$ cat src/rtl/tap_sz.sv
module tap_sz #(
  parameter int          BSR_LEN = 70,
  parameter logic [31:0] ID_WORD = 32'h2D51_C0F5
) (
  input  logic               tck,
  input  logic               tms,
  input  logic               tdi,
  input  logic               por_n,
  input  logic [BSR_LEN-1:0] bnd_in,
  output logic               tdo,
  output logic               tdo_en,
  output logic               dq_hiz
);

  localparam logic [31:0] ID_FIX = {ID_WORD[31:1], 1'b1};
  localparam logic [2:0]  OP_IDC = 3'b001;

  typedef enum logic [3:0] {
    TLR, RTI, SDR, CDR, SHD, E1D, PDR, E2D, UDR,
    SIR, CIR, SHI, E1I, PIR, E2I, UIR
  } st_t;

  st_t                st, nx;
  logic [2:0]         ir_q, ir_sh;
  logic               byp;
  logic [31:0]        id_sh;
  logic [BSR_LEN-1:0] bsr_sh;
  logic               sel_id, sel_bsr;
  logic [2:0]         hi_cnt;

  assign sel_id  = (ir_q == OP_IDC);
  assign sel_bsr = (ir_q == 3'b000) || (ir_q == 3'b010) || (ir_q == 3'b100);
  assign dq_hiz  = (ir_q == 3'b000) || (ir_q == 3'b010);

  always_comb begin
    case (st)
      TLR:     nx = tms ? TLR : RTI;
      RTI:     nx = tms ? SDR : RTI;
      SDR:     nx = tms ? SIR : CDR;
      CDR:     nx = tms ? E1D : SHD;
      SHD:     nx = tms ? E1D : SHD;
      E1D:     nx = tms ? UDR : PDR;
      PDR:     nx = tms ? E2D : PDR;
      E2D:     nx = tms ? UDR : SHD;
      UDR:     nx = tms ? SDR : RTI;
      SIR:     nx = tms ? TLR : CIR;
      CIR:     nx = tms ? E1I : SHI;
      SHI:     nx = tms ? E1I : SHI;
      E1I:     nx = tms ? UIR : PIR;
      PIR:     nx = tms ? E2I : PIR;
      E2I:     nx = tms ? UIR : SHI;
      UIR:     nx = tms ? SDR : RTI;
      default: nx = TLR;
    endcase
  end

  always_ff @(posedge tck or negedge por_n) begin
    if (!por_n) begin
      st     <= TLR;
      ir_q   <= OP_IDC;
      ir_sh  <= OP_IDC;
      byp    <= 1'b0;
      id_sh  <= '0;
      bsr_sh <= '0;
    end else begin
      st <= nx;
      case (st)
        TLR: begin
          ir_q <= OP_IDC;
          byp  <= 1'b0;
        end
        CIR: ir_sh <= OP_IDC;
        SHI: ir_sh <= {tdi, ir_sh[2:1]};
        UIR: begin
          ir_q <= ir_sh;
          byp  <= 1'b0;
        end
        CDR: begin
          if (sel_id)  id_sh  <= ID_FIX;
          if (sel_bsr) bsr_sh <= bnd_in;
        end
        SHD: begin
          if (sel_id)       id_sh  <= {tdi, id_sh[31:1]};
          else if (sel_bsr) bsr_sh <= {tdi, bsr_sh[BSR_LEN-1:1]};
          else              byp    <= tdi;
        end
        default: ;
      endcase
    end
  end

  always_ff @(negedge tck or negedge por_n) begin
    if (!por_n) begin
      tdo    <= 1'b0;
      tdo_en <= 1'b0;
    end else begin
      tdo_en <= (st == SHI) || (st == SHD);
      tdo    <= (st == SHI) ? ir_sh[0] :
                sel_id      ? id_sh[0] :
                sel_bsr     ? bsr_sh[0] : byp;
    end
  end

  always_ff @(posedge tck or negedge por_n) begin
    if (!por_n)              hi_cnt <= '0;
    else if (!tms)           hi_cnt <= '0;
    else if (hi_cnt != 3'd5) hi_cnt <= hi_cnt + 3'd1;
  end

  p_five_high_r2: assert property (@(posedge tck) disable iff (!por_n)
    (hi_cnt == 3'd5) |-> (st == TLR));

  p_ir_capture_r3: assert property (@(posedge tck) disable iff (!por_n)
    (st == CIR) |=> (ir_sh == 3'b001));

  p_reset_idcode_r4: assert property (@(posedge tck) disable iff (!por_n)
    (st == TLR) |=> (ir_q == OP_IDC));

  p_samplez_hiz_r5: assert property (@(posedge tck) disable iff (!por_n)
    (st == UIR && (ir_sh == 3'b000 || ir_sh == 3'b010)) |=> dq_hiz);

  p_sample_nohiz_r6: assert property (@(posedge tck) disable iff (!por_n)
    (st == UIR && ir_sh == 3'b100) |=> !dq_hiz);

  p_id_lsb_r7: assert property (@(posedge tck) disable iff (!por_n)
    (st == CDR && ir_q == OP_IDC) |=> id_sh[0]);

  p_byp_clear_r9: assert property (@(posedge tck) disable iff (!por_n)
    (st == UIR) |=> !byp);

  p_pause_hold_r12: assert property (@(posedge tck) disable iff (!por_n)
    (st == PDR) |=> ($stable(bsr_sh) && $stable(id_sh) && $stable(byp)));

endmodule

$ cat config.mk
export PLATFORM = sky130hd
export DESIGN_NAME = tap_sz
export DESIGN_NICKNAME = d
export VERILOG_FILES = /design/src/rtl/tap_sz.sv
export SDC_FILE = /design/constraint.sdc
export NUM_CORES = 1
export LEC_CHECK = 0
export BUFFER_PORTS_ARGS = -buffer_cell sky130_fd_sc_hd__buf_2
export CAP_MARGIN = 10
export CORE_MARGIN = 10
export CORE_UTILIZATION = 45
export CTS_BUF_LIST = sky130_fd_sc_hd__clkbuf_8
export CTS_CLUSTER_DIAMETER = 120
export DETAILED_ROUTE_END_ITERATION = 12
export GPL_ROUTABILITY_DRIVEN = 0
export HOLD_SLACK_MARGIN = 0.02
export PLACE_DENSITY = 0.65
export SYNTH_ARGS = -nofsm -noshare
export SYNTH_HDL_FRONTEND = slang
export SYNTH_SLANG_ARGS = --single-unit
$ cat constraint.sdc
create_clock -name tck -period 2.3 [get_ports tck]
set_input_delay 0.23 -clock tck [delete_from_list [all_inputs] [get_ports tck]]
set_output_delay 0.23 -clock tck [all_outputs]
set_load 0.005 [all_outputs]
==> results.toml, run 1 <==
[yosys]
synth_common_cells = "mux2_2, dfrtp_1, a22o_1, o22a_1, clkbuf_1"
synth_mux_area_frac = 0.301
yosysWarnings = 0
synth_top_cell_area_share = 0.511
synth_fa_ha_area_frac = 0
yosysSeqAreaShare = 0.530
synth_edf_count = 0
synth_top_area_cell = "dfrtp_1"
synth_top_family_by_area = "multiplexers"
synth_xor_area_frac = 0
synth-compound-area-share = 0.0893
yosys.area_share.simple = 0.0449
synth_flop_cell = "dfrtp_1"
synth_most_common_cell = "mux2_2"
ys_types = 45
async_flop_share = 1.00
synthesis.area_um2 = 5440
ys_ff_latch = 115
yosys-top-cells-area = "dfrtp_1, mux2_2, mux2_4"
synthesis.nets = 463
avgSynthCellArea_um2 = 14.0
synthCells = 389

[cts]
clock-sinks = 115
clockBufferDepth = 2
cts-root-buf = "clkbuf_8"
cts_tree = "yes"
post_cts_buffers = 0
numCtsBuffers = 17
worstSkewPairLatency_ps = 420
cts.reportedPaths.clkPinSlew_ps = 60
cts.htree.levels = 4

[min_path]
hold_depth = 2
min_from = "tdi"
hold_end = "id_sh[31]"
hp-class = "in2reg"

[setup_path]
worstPathRequired_ps = 1360
critPathSlowestCell = "dfstp_2"
cp_max_fo = 3
cp.depth = 3
cp_cell_sequence = "or3b_4 > nor2_4 > o31ai_2"
path_class = "reg2reg"
critPathArrivalTime_ps = 1510
cp-end-kind = "register"
reg2reg_slack_ps = -140
timing.rr.end = "tdo"
worstSetupStartpointType = "register"
slowest_delay_ps = 550
crit_family = "flip-flops"
critPathBufInv = 0
rr_worst_depth = 3
r2r_start = "ir_q[0]"

[sta]
worst_slack_ps = -144
skew_ps = 43.9
rsz0062_at_grt = "true"
finalSetupTns_ps = -144
relSlewSlack = 0.598
slew_violations = 0
tightest_slew_ps = 603
setup_viol = 1
hold_viol = 0
whs_ps = 149

[finish]
fillers = 1031
syn_to_final_growth_pct = 17.3
finish.net_count = 548
utilization = 0.535
multiInputGateArea_um2 = 2380
drive_gt1_frac = 0.544
seq_area_um2 = 2880
antenna_cells = 0

[global_routing]
gr-total-overflow = 0
grt_pass1_wl_um = 17800
grt_max_degree = 114
grt_pass1_vias = 3570
track_usage = 0.133
grt_antenna_before_repair = 1

[drt]
wirelength_um = 10600
first_iter_violations = 179
viasPerCell = 5.37
drt-pass1-iter-count = 4
postRouteAntennaNets = 0
vias = 3396
post_drt_wl_per_cell_um = 16.7
drc_errors = 0

[pwr]
power.density_nw_per_um2 = 1200
p_clk_frac = 0.215
intPower_mw = 5.34
p_seq_frac = 0.451
p_comb_frac = 0.334
power_switching_mw = 2.28
total_leakage_power_nw = 2.92
peakVddDrop_mv = 0.515
swShare = 0.299

[die]
dieArea_um2 = 16900
ios = 77
rows = 40
die_y_um = 130
coreArea_um2 = 11900
die_x_um = 130
start_util = 0.457

[placement]
dpl.hpwl_um = 7080
io_buffers = 76
place_ws_ps = -94.5

[run]
maxCapViolations = 0

[run_status]
status = "finished, violations left"
violations = "negative setup slack"
## how the worst max path moves through the flow
stage                  from  endpoint
floorplan           ir_q[0]       tdo
global placement    ir_q[0]       tdo
detailed placement  ir_q[0]       tdo
CTS                 ir_q[0]       tdo
global route        ir_q[0]       tdo
finish              ir_q[0]       tdo
## state kept, by name (all words and copies together) (netlist names)
name / cells
bsr_sh: 70
ir_sh: 3
tdo: 1
ir_q: 3
id_sh: 32
st: 4
tdo_en: 1
byp: 1
## cells by family after synthesis
logic type | after synthesis
and+or+nand+nor | 38
AOI/OAI and AO/OA | 61
DFF | 115
buffers and inverters | 33
muxes | 142
## worst register-to-register path, delay by kind of cell (launching register included)
kind | cells | cell delay, ps
compound gates | 1 | 50
flops | 1 | 550
simple gates | 2 | 490
## power by group through the flow
stage | Combinational [mW] | Sequential (mW) | Clock (mW)
final | 2.54 | 3.44 | 1.64
after global routing | 2.81 | 3.56 | 1.80
after CTS | 2.56 | 3.44 | 1.69
after detailed placement | 2.54 | 3.47 | 0
after global placement | 2.45 | 3.41 | 0
after floorplan | 2.04 | 3.31 | 0
## metal layers
| layer | track usage | up-vias | routed length [um] |
|---|---|---|---|
| li1 | - | 1608 | - |
| met1 | 0.170 | 1684 | 4850 |
| met2 | 0.192 | 85 | 4780 |
| met3 | 0.0576 | 17 | 780 |
| met4 | 0.0589 | 2 | 158 |
| met5 | 0 | - | 7 |
## placed cells by master (no fill, tap or decap), types with 8 or more instances in the layout
cell / synthesis / layout
nand2_1: 8 / 8
o22a_1: 15 / 15
dfrtp_1: 111 / 111
a22o_1: 17 / 17
mux2_4: 10 / 10
mux2_2: 126 / 126
buf_2: 8 / 75
clkbuf_8: 0 / 20
buf_4: 0 / 14
inv_1: 5 / 9
## metrics by stage
stage               power (mW)  area (um^2)  instances
CTS                       7.69         6360        632
global placement          5.87         6010        601
global route              8.17         6380        632
floorplan                 5.36         5450        389
detailed placement        6.01         6010        601
finish                    7.63         6380        632
## cell type report
| class | count | area share |
|---|---|---|
| sequential | 115 | 0.452 |
| timing repair buffer | 94 | 0.0895 |
| inverter | 5 | 0.00294 |
| multi-input combinational | 241 | 0.373 |
| clock buffer | 20 | 0.0432 |
| tap | 147 | 0.0288 |
| clock inverter | 10 | 0.0110 |
## what timing repair did
action / 4_1_cts / 5_1_grt
setup endpoints to repair: 1 / 2
hold endpoints to repair: 111 / 0
gates resized for setup: 0 / 3
hold buffers: 1 / 0
Note: power is estimated with default switching activity, not from simulation.
==> run 2: changes to the inputs <==
--- a/config.mk
+++ b/config.mk
@@ -13,7 +13,9 @@
 export CTS_CLUSTER_DIAMETER = 120
 export DETAILED_ROUTE_END_ITERATION = 12
 export GPL_ROUTABILITY_DRIVEN = 0
+export GPL_TIMING_DRIVEN = 0
 export HOLD_SLACK_MARGIN = 0.02
+export MAX_ROUTING_LAYER = met4
 export PLACE_DENSITY = 0.65
 export SYNTH_ARGS = -nofsm -noshare
 export SYNTH_HDL_FRONTEND = slang
==> run 2 against run 1 <==
  * The flow still finishes with violations (negative setup slack)
  * Global-route usage up 0.69 points
  * Combinational power increased by 4%
  * Sequential share of layout area is 1.7 points lower
  * Count of clock-buffer cells in the layout did not move
  * Die area is the same
  * Flip-flop and latch count stayed put
  * Via count is 1.0% higher
  * Utilization grew 2.1 points
  * Register-to-register slack hardly changed
  * Routed wire length increased by 3.3%
  * Non-clock buffer count is 18 higher
  * Critical endpoint unchanged
  * Largest cell class unchanged
  * Highest routed layer is now met4
==> results.toml, run 2 (same netlist as run 1, synthesis figures left out) <==
[die]
die_x_um = 130
coreArea_um2 = 11900
rows = 40
die_y_um = 130
ios = 77
start_util = 0.457
dieArea_um2 = 16900

[finish]
largest_register = "bsr_sh"
largest_reg_flops = 70
reg_top3 = "bsr_sh: 70 flops, id_sh: 32 flops, st: 4 flops"
final_common_cell = "mux2_2"
final_cell_mix = "mux2_2, dfrtp_1, buf_2, clkbuf_8, a22o_1"
syn_to_final_growth_pct = 21.8
utilization = 0.556
fillers = 991
drive_gt1_frac = 0.560
finish.net_count = 566

[cts]
clockBufferDepth = 2
clock-sinks = 115
cts.htree.levels = 4
worstSkewPairLatency_ps = 410
numCtsBuffers = 17
cts_tree = "yes"
cts-root-buf = "clkbuf_8"
cts.reportedPaths.clkPinSlew_ps = 70

[pwr]
total_leakage_power_nw = 3.03
p_clk_frac = 0.252
intPower_mw = 5.77
power_switching_mw = 2.37
p_seq_frac = 0.423
swShare = 0.291
p_comb_frac = 0.325
peakVddDrop_mv = 0.509
power.density_nw_per_um2 = 1230

[min_path]
hp-class = "in2reg"

[setup_path]
path_class = "reg2reg"
critPathArrivalTime_ps = 1510
worstSetupStartpointType = "register"
critPathBufInv = 0
cp_max_fo = 4
cp-end-kind = "register"
worstPathRequired_ps = 1360
cp_cell_sequence = "or3b_4 > nor2_2 > o31ai_1"
critPathSlowestCell = "dfstp_2"
slowest_delay_ps = 550
crit_family = "flip-flops"

[drt]
post_drt_wl_per_cell_um = 16.7
wirelength_um = 10900
drt-pass1-iter-count = 4
drc_errors = 0
vias = 3431
viasPerCell = 5.24
first_iter_violations = 199
postRouteAntennaNets = 0

[run_status]
violations = "negative setup slack"
status = "finished, violations left"

[placement]
dpl.hpwl_um = 7470
io_buffers = 76

[global_routing]
grt_pass1_wl_um = 18300
grt_antenna_before_repair = 3
grt_pass1_vias = 3655
grt_max_degree = 71
gr-total-overflow = 0
track_usage = 0.140

[run]
maxCapViolations = 0

[sta]
worst_slack_ps = -151
hold_viol = 0
slew_violations = 0
relSlewSlack = 0.703
rsz0062_at_grt = "true"
skew_ps = 42.6
finalSetupTns_ps = -151
setup_viol = 1
tightest_slew_ps = 445
run 2: routing by layer:
metal  part of all wire  GRT usage  vias up
met2               0.47      0.206       67
met1               0.46      0.169     1701
met5                  0          -        -
li1                   -          -     1651
met3              0.062     0.0592       12
met4              0.012     0.0516        0
run 2: power groups by stage:
stage	sequential (mW)	clock, mW	combinational, mW
after floorplan	3.31	0	2.04
after global placement	3.42	0	2.43
after detailed placement	3.46	0	2.52
after CTS	3.43	2.10	2.63
after global routing	3.57	2.21	2.94
final	3.44	2.05	2.65
run 2: area by class of cell:
type / instances / area (um^2) / share of cell area
antenna: 3 / 7.51 / 0.00113
buffer: 26 / 181 / 0.0274
clock buffer: 20 / 275 / 0.0415
clock inverter: 12 / 163 / 0.0246
inverter: 5 / 18.8 / 0.00283
multi-input combinational: 241 / 2390 / 0.360
sequential: 115 / 2880 / 0.435
tap: 147 / 184 / 0.0278
timing repair buffer: 86 / 526 / 0.0793
run 2: through the flow:
| stage | instance area (um^2) | cells | power, mW | hold WS, ps | setup WS, ps |
|---|---|---|---|---|---|
| final | 6630 | 655 | 8.14 | 124 | -151 |
| after CTS | 6590 | 653 | 8.17 | 86.4 | -161 |
| after floorplan | 5450 | 389 | 5.36 | -65.6 | -119 |
| after global routing | 6630 | 655 | 8.71 | 96.5 | -194 |
| after detailed placement | 6040 | 613 | 5.98 | 196 | -230 |
| after global placement | 6010 | 612 | 5.85 | 463 | -1440 |
run 2: final timing paths:
path,cells past startpoint,slack (ps),from,to
hold / removal,2,120,tdi,id_sh[31]
max in group asynchronous,3,230,por_n,tdo_en
setup reg to reg,3,-150,ir_q[0],tdo
setup / recovery,3,-150,ir_q[0],tdo
min in group asynchronous,2,310,por_n,bsr_sh[42]
hold reg to reg,1,490,bsr_sh[54],bsr_sh[54]
run 2: repair_timing:
action | 4_1_cts | 5_1_grt
hold buffers | 1 | 0
endpoints found under the hold margin | 45 | 0
setup endpoints to repair | 81 | 22
resized for setup | 6 | 15
setup buffers | 7 | 1
pin swaps | 3 | 1
==> run 3: changes to the inputs <==
--- a/config.mk
+++ b/config.mk
@@ -5,6 +5,7 @@
 export SDC_FILE = /design/constraint.sdc
 export NUM_CORES = 1
 export LEC_CHECK = 0
+export ABC_AREA = 1
 export BUFFER_PORTS_ARGS = -buffer_cell sky130_fd_sc_hd__buf_2
 export CAP_MARGIN = 10
 export CORE_MARGIN = 10
==> run 3 against run 2 <==
  * The run now ends clean
  * Non-clock buffer count is 8 higher
  * Cell area down 1.1%
  * Hold slack got worse by 36 ps
  * Synthesized cell count increased by 92%
  * Cell count increased by 55%
==> results.toml, run 3 <==
[pwr]
power.density_nw_per_um2 = 1140
swShare = 0.368
peakVddDrop_mv = 0.486
power_switching_mw = 2.76
p_seq_frac = 0.461
p_comb_frac = 0.330
p_total_mw = 7.49
p_clk_frac = 0.209
intPower_mw = 4.74
total_leakage_power_nw = 3.77

[setup_path]
worstSetupStartpointType = "register"
cp_common_cell = "nand2_1"
timing.rr.end = "tdo"
critPathArrivalTime_ps = 1370
rr_worst_depth = 6
slowest_delay_ps = 420
worstPathRequired_ps = 1380
path_class = "reg2reg"
cp_cell_sequence = "a21oi_4 > inv_2 > nand2_1 > nand3_1 > nand2_1 > nand2_1"
crit_family = "flip-flops"
critPathBufInv = 1
reg2reg_slack_ps = 10
critPathSlowestCell = "dfrtp_1"
cp_max_fo = 3
r2r_start = "ir_q[2]"
cp-end-kind = "register"

[placement]
dp_cells = 972
placed_cell_area_um2 = 6100
io_buffers = 76
place_ws_ps = -200
dpl.hpwl_um = 9040

[finish]
largest_reg_flops = 70
largest_register = "bsr_sh"
antenna_cells = 0
syn_to_final_growth_pct = 19.0
utilization = 0.545
final_common_cell = "nand2_1"
finish.net_count = 927
final_cell_mix = "nand2_1, dfrtp_1, buf_2, inv_1, nor2_1"
drive_gt1_frac = 0.192
layout.cells.non_filler = 1013
finish.instance_area_um2 = 6550
reg_top3 = "bsr_sh: 70 flops, id_sh: 32 flops, st: 4 flops"

[sta]
worst_slack_ps = 14.2
rsz0062_at_grt = "true"
finalSetupTns_ps = 0
tightest_slew_ps = 465
relSlewSlack = 0.690
slew_violations = 0
setup_viol = 0
hold_viol = 0
skew_ps = 48.5
whs_ps = 87.3

[cts]
clock-sinks = 115
cts.reportedPaths.clkPinSlew_ps = 70
numCtsBuffers = 17
cts.htree.levels = 4
clockBufferDepth = 2
cts_tree = "yes"
worstSkewPairLatency_ps = 430
cts-root-buf = "clkbuf_8"

[die]
dieArea_um2 = 17100
rows = 40
die_x_um = 131
die_y_um = 131
coreArea_um2 = 12000
start_util = 0.458
ios = 77

[yosys]
synthCells = 748
ys_ff_latch = 115
synth_flop_cell = "dfrtp_1"
synth_top_area_cell = "dfrtp_1"
avgSynthCellArea_um2 = 7.36
synth_mux_area_frac = 0
synthesis.area_um2 = 5510
synth-compound-area-share = 0.0418
synth_top_family_by_area = "simple AND/OR/NAND/NOR gates"
yosys.area_share.simple = 0.366
synth_common_cells = "nand2_1, dfrtp_1, inv_1, nor2_1, buf_2"
yosys-top-cells-area = "dfrtp_1, nand2_1, inv_1"
async_flop_share = 1.00
synth_edf_count = 0
synth_fa_ha_area_frac = 0
synthesis.nets = 822
synth_most_common_cell = "nand2_1"
yosysWarnings = 0
synth_xor_area_frac = 0
yosysSeqAreaShare = 0.523
ys_types = 25
synth_top_cell_area_share = 0.505

[min_path]
hold_end = "bsr_sh[4]"
hp-class = "in2reg"
min_from = "bnd_in[4]"
hold_depth = 5

[global_routing]
grt_pass1_wl_um = 22200
track_usage = 0.168
grt_antenna_before_repair = 0
grt_max_degree = 72
gr-total-overflow = 0
grt_pass1_vias = 4701

[drt]
drt-pass1-iter-count = 5
viasPerCell = 4.76
postRouteAntennaNets = 0
drc_errors = 0
first_iter_violations = 407
post_drt_wl_per_cell_um = 12.8
vias = 4820
wirelength_um = 12900

[run]
maxCapViolations = 0

[run_status]
status = "completed"
run 3: worst reg2reg max path: cells and delay by family (launching register included):
kind / cells / cell delay, ps
AO/OA/AOI/OAI: 1 / 200
buffers and inverters: 1 / 50
flip-flops: 1 / 420
AND/OR/NAND/NOR: 4 / 260
run 3: final cells by class:
type / count / area, um^2
fill: 1139 / 5460
sequential: 115 / 2880
multi-input combinational: 564 / 2290
clock inverter: 12 / 52.6
timing repair buffer: 87 / 492
buffer: 33 / 240
clock buffer: 20 / 275
tap: 147 / 184
inverter: 35 / 136
run 3: cells by family after synthesis:
| logic type | count (synthesis) |
|---|---|
| compound gates | 41 |
| buf+inv | 69 |
| flops | 115 |
| simple gates | 523 |
run 3: per-layer routing:
layer,wire [um],vias to the layer above,GRT usage
li1,-,2479,-
met1,6150,2218,0.216
met2,6130,110,0.255
met3,557,13,0.0504
met4,98,0,0.0432
met5,0,-,-
run 3: power by group through the flow:
stage / combinational [mW] / sequential (mW) / clock, mW
final: 2.47 / 3.45 / 1.57
after global routing: 2.90 / 3.58 / 1.71
after CTS: 2.49 / 3.45 / 1.61
after detailed placement: 2.40 / 3.47 / 0
after global placement: 2.31 / 3.44 / 0
after floorplan: 1.83 / 3.35 / 0
run 3: what timing repair did:
item                                    CTS  global route
pin swaps                                 2             2
endpoints found under the hold margin    43             0
endpoints found under the setup margin    2             4
hold buffers                              1             0
resized for setup                        12             4
cloned                                    0             0
buffers inserted                          7             2
run 3: worst max-delay path by stage:
stage / start / slack [ps] / depth (start not counted) / endpoint
CTS: st[2] / 0.5 / 6 / tdo
detailed placement: st[2] / -200 / 6 / tdo_en
global placement: por_n / -1450 / 1 / tdo_en
global route: ir_q[2] / -60 / 6 / tdo
finish: ir_q[2] / 10 / 6 / tdo
floorplan: ir_q[0] / 30 / 5 / tdo
